==> config.mk <==
export PLATFORM = sky130hd
export DESIGN_NAME = thermal_restart_ctl
export DESIGN_NICKNAME = d
export VERILOG_FILES = /design/src/rtl/thermal_restart_ctl.sv
export SDC_FILE = /design/constraint.sdc
export NUM_CORES = 1
export LEC_CHECK = 0
export ABC_CLOCK_PERIOD_IN_PS = 990
export BUFFER_PORTS_ARGS = -buffer_cell sky130_fd_sc_hd__buf_2
export CAP_MARGIN = 40
export CORE_AREA = 3 3 40 42
export DETAILED_ROUTE_END_ITERATION = 10
export DIE_AREA = 0 0 43 45
export PLACE_DENSITY_LB_ADDON = 0.2
export SYNTH_ARGS = -nofsm -noshare
export SYNTH_HDL_FRONTEND = slang
export SYNTH_SLANG_ARGS = --single-unit
==> constraint.sdc <==
create_clock -name clk -period 0.99 [get_ports clk]
set_clock_uncertainty 0.1 [all_clocks]
set_input_delay 0.1485 -clock clk [delete_from_list [all_inputs] [get_ports clk]]
set_output_delay 0.1485 -clock clk [all_outputs]
set_load 0.1 [all_outputs]
==> src/rtl/thermal_restart_ctl.sv <==
module thermal_restart_ctl #(
  parameter int SYNC_STAGES = 2
) (
  input  logic clk,
  input  logic rst_n,
  input  logic arm_en,
  input  logic hot_guard,
  input  logic stop_mode,
  input  logic cmp_in,
  output logic wake_pulse,
  output logic reset_req
);

  logic [SYNC_STAGES-1:0] sync_q;
  logic                   pol_q;
  logic                   excursion_q;
  logic                   wake_q;
  logic                   rst_q;

  logic cmp_s, in_range, pol_same, fire;

  assign cmp_s    = sync_q[SYNC_STAGES-1];
  assign in_range = hot_guard ? ~cmp_s : cmp_s;
  assign pol_same = (hot_guard == pol_q);
  assign fire     = arm_en & pol_same & excursion_q & in_range;

  always_ff @(posedge clk or negedge rst_n) begin
    if (!rst_n) begin
      sync_q      <= '0;
      pol_q       <= 1'b0;
      excursion_q <= 1'b0;
      wake_q      <= 1'b0;
      rst_q       <= 1'b0;
    end else begin
      sync_q <= {sync_q[SYNC_STAGES-2:0], cmp_in};
      pol_q  <= hot_guard;
      wake_q <= fire;
      rst_q  <= fire & stop_mode;
      if (!arm_en || !pol_same || fire)
        excursion_q <= 1'b0;
      else if (!in_range)
        excursion_q <= 1'b1;
    end
  end

  assign wake_pulse = wake_q;
  assign reset_req  = rst_q;


  disarm_quiet_chk: assert property (@(posedge clk) disable iff (!rst_n)
    !arm_en |=> !wake_pulse);


  wake_single_chk: assert property (@(posedge clk) disable iff (!rst_n)
    wake_pulse |=> !wake_pulse);


  rst_needs_stop_chk: assert property (@(posedge clk) disable iff (!rst_n)
    reset_req |-> (wake_pulse && $past(stop_mode)));


  rst_when_stop_chk: assert property (@(posedge clk) disable iff (!rst_n)
    (wake_pulse && $past(stop_mode)) |-> reset_req);


  pol_flip_quiet_chk: assert property (@(posedge clk) disable iff (!rst_n)
    (hot_guard != pol_q) |=> !wake_pulse);

endmodule

==> insert_results.sql <==
INSERT INTO impl_metrics (metric_group, metric, value, unit) VALUES
('worst_setup_path', 'worst_setup_path_end_kind', 'flip-flop', ''),
('routing', 'routed_via_density', '3.78', ''),
('pwr', 'seq_power_share', '47.9', '%'),
('routing', 'total_routed_wirelength', '424', 'um'),
('sta', 'rsz0062_at_grt', 'true', ''),
('clock_tree', 'num_cts_buffers', '3', ''),
('routing', 'drtAntennaViolNets', '0', ''),
('placement', 'numPlacedInstances', '37', ''),
('pwr', 'power_switching_share', '22.2', '%'),
('worst_setup_path', 'worst-r2r-setup-slack', '-0.09', 'ns'),
('worst_hold_path', 'worstHoldPathType', 'input port to flip-flop', ''),
('sta', 'final_max_slew_viol_count', '0', ''),
('cells_and_area', 'final_layout_size_suffix_gt1_share', '56.7', '%'),
('floorplanning', 'fp-row-count', '13', ''),
('synthesis', 'mapped_nets', '21', ''),
('synthesis', 'yosys_warnings', '0', ''),
('run', 'maxCapViolCount', '0', ''),
('routing', 'detail_route.drc_violations', '0', ''),
('worst_setup_path', 'timing.critical_path.arrival', '1.15', 'ns'),
('routing', 'wl_per_cell', '9.42', 'um'),
('worst_setup_path', 'timing.critical_path.cells', 'or3b_4, a21oi_2', ''),
('synthesis', 'synthAdderAreaFrac', '0', '%'),
('routing', 'first_pass_detailed_route_iteration_total', '2', ''),
('sta', 'finalCriticalPeriod', '1.08', 'ns'),
('synthesis', 'synth_common_cells', 'sky130_fd_sc_hd__dfrtp_1 (6), sky130_fd_sc_hd__a21oi_1 (2), sky130_fd_sc_hd__nand3_1 (2)', ''),
('pwr', 'vdd_ir_drop_max', '0.000487', 'V'),
('routing', 'drt-initial-drc-count', '3', ''),
('global_route', 'global_route.usage.total', '5.03', '%'),
('worst_setup_path', 'crit_required', '1.06', 'ns'),
('synthesis', 'synth_top_area_cell', 'sky130_fd_sc_hd__dfrtp_1', ''),
('floorplanning', 'die_area', '0.00194', 'mm^2'),
('global_route', 'antenna_violations_before_repair', '0', ''),
('synthesis', 'synth_top_area_share', '73.6', '%'),
('synthesis', 'synth_area_leaders', 'sky130_fd_sc_hd__dfrtp_1 (74%), sky130_fd_sc_hd__a21oi_1 (4.9%), sky130_fd_sc_hd__nand3_1 (4.9%)', ''),
('synthesis', 'post_synth_mux_area_share', '0', '%'),
('clock_tree', 'cts.sink_count', '6', ''),
('synthesis', 'ys_dominant_reg_cell', 'sky130_fd_sc_hd__dfrtp_1', ''),
('sta', 'layout_worst_path_cycle_share', '109', '%'),
('sta', 'max-slew-margin-rel', '90.8', '%'),
('pwr', 'power_density', '1470', 'mW/mm^2'),
('synthesis', 'postSynthCellCount', '15', ''),
('synthesis', 'post-synth-top-count-cell', 'sky130_fd_sc_hd__dfrtp_1', ''),
('status', 'failed_checks', 'negative setup slack', ''),
('synthesis', 'syn-cell-area', '204', 'um^2'),
('synthesis', 'ys_async_sr_fraction', '100', '%'),
('synthesis', 'synthXorXnorAreaFrac', '0', '%'),
('synthesis', 'main_combinational_cell_family_by_area_after_synthesis', 'simple AND/OR/NAND/NOR gates', ''),
('cells_and_area', 'layout-area-overhead-vs-synth', '80.4', '%'),
('pwr', 'intPower', '0.421', 'mW'),
('floorplanning', 'io_pins', '8', ''),
('cells_and_area', 'fin_nets', '38', ''),
('synthesis', 'synth_compound_gate_area_share', '8.59', '%'),
('synthesis', 'ys_types', '8', ''),
('sta', 'finalSetupViolations', '5', ''),
('global_route', 'vias_in_the_first_global_route', '174', ''),
('floorplanning', 'floorplan.die.width', '43', 'um'),
('worst_setup_path', 'crit_path_start_kind', 'flip-flop', ''),
('status', 'run_status', 'complete, but fails checks', ''),
('floorplanning', 'initial_utilization', '15.9', '%'),
('synthesis', 'synth_edf_count', '0', ''),
('cells_and_area', 'fin_cells', '45', ''),
('clock_tree', 'clock_tree.htree_level_count', '1', ''),
('sta', 'max_freq', '927', 'MHz'),
('sta', 'max_slew.worst_pin.slew', '0.137', 'ns'),
('clock_tree', 'worst_skew_pair.late_latency', '0.25', 'ns'),
('clock_tree', 'cts_tree', 'built', ''),
('clock_tree', 'library_cell_used_as_clock_root_buffer', 'sky130_fd_sc_hd__clkbuf_4', ''),
('global_route', 'globalRoute.totalOverflow', '0', ''),
('synthesis', 'yosys_register_bits', '6', ''),
('worst_setup_path', 'critical-path-slowest-cell', 'sky130_fd_sc_hd__dfrtp_1', ''),
('sta', 'setup_ws', '-0.0892', 'ns');
path summary, 6_finish.rpt:
kind,start,end,depth (start not counted)
worst max-delay path,pol_q$_DFF_PN0_,reset_req$_DFF_PN0_,2
worst min-delay path,arm_en,wake_pulse$_DFF_PN0_,3
worst max register to register,pol_q$_DFF_PN0_,reset_req$_DFF_PN0_,2
worst min register to register,sync_q[0]$_DFF_PN0_,sync_q[1]$_DFF_PN0_,0
max in group asynchronous,rst_n,reset_req$_DFF_PN0_,2
min in group asynchronous,rst_n,pol_q$_DFF_PN0_,2
worst max-delay path, delay by kind of cell, from the launching register on:
family	cells	cell delay [ns]
DFF	1	0.39
and+or+nand+nor	1	0.39
AOI/OAI and AO/OA	1	0.12
power by group through the flow:
stage | Clock, mW | Combinational [mW] | Sequential (mW)
global placement | 0 | 0.0332 | 0.264
CTS | 0.240 | 0.0494 | 0.259
detailed placement | 0 | 0.0335 | 0.264
global route | 0.254 | 0.0566 | 0.260
finish | 0.230 | 0.0519 | 0.260
floorplan | 0 | 0.00787 | 0.267
cells in the final DEF (no fill, tap or decap):
master	instances
sky130_fd_sc_hd__buf_12	2
sky130_fd_sc_hd__dfrtp_2	2
sky130_fd_sc_hd__buf_2	5
sky130_fd_sc_hd__nand3_1	2
sky130_fd_sc_hd__buf_4	2
sky130_fd_sc_hd__or3b_4	1
sky130_fd_sc_hd__or3_1	1
sky130_fd_sc_hd__a21boi_1	1
sky130_fd_sc_hd__nand2_1	1
sky130_fd_sc_hd__dlygate4sd3_1	3
sky130_fd_sc_hd__dfrtp_1	4
sky130_fd_sc_hd__a21oi_2	2
sky130_fd_sc_hd__nand3b_1	1
sky130_fd_sc_hd__clkbuf_4	3
final cells by class:
cell class                 instances  area (um^2)
tap                               15         18.8
multi-input combinational          9         63.8
clock buffer                       3         22.5
sequential                         6          153
timing repair buffer              12          110
fill                             138          917
kinds of logic (layout without fill, tap and decap cells):
family,after synthesis,count (layout)
compound gates,3,3
simple gates,6,6
flops,6,6
buf+inv,0,15
metrics by stage:
stage | hold slack [ns] | utilization (%) | cell area [um^2] | setup TNS [ns] | setup WS (ns)
2_1_floorplan | -0.247 | - | 206 | -0.104 | -0.0518
3_3_place_gp | -0.117 | 22.6 | 290 | -0.174 | -0.0799
3_5_place_dp | -0.117 | 22.6 | 290 | -0.231 | -0.103
4_1_cts | 0.0358 | 27.8 | 358 | -0.366 | -0.0943
5_1_grt | 0.0532 | 28.6 | 368 | -0.504 | -0.116
6_report | 0.0583 | 28.6 | 368 | -0.361 | -0.0892
layer usage:
layer / vias to the layer above / share of wire (%) / global-route usage (%)
met5: - / 0 / 0
met4: 0 / 2.1 / 5.42
li1: 83 / - / -
met2: 9 / 47 / 7.49
met1: 76 / 41 / 4.17
met3: 2 / 9.9 / 3.59
flip-flops by register name, summed over array words and instances, names as in the netlist:
signal / flops
wake_pulse: 1
excursion_q: 1
reset_req: 1
sync_q: 2
pol_q: 1
repair_timing:
action	CTS	global route
setup buffers	2	0
pin swaps	2	0
setup endpoints to repair	5	5
hold buffers	3	0
endpoints found under the hold margin	8	0
gates resized for setup	0	3
(Power assumes the default switching activity.)
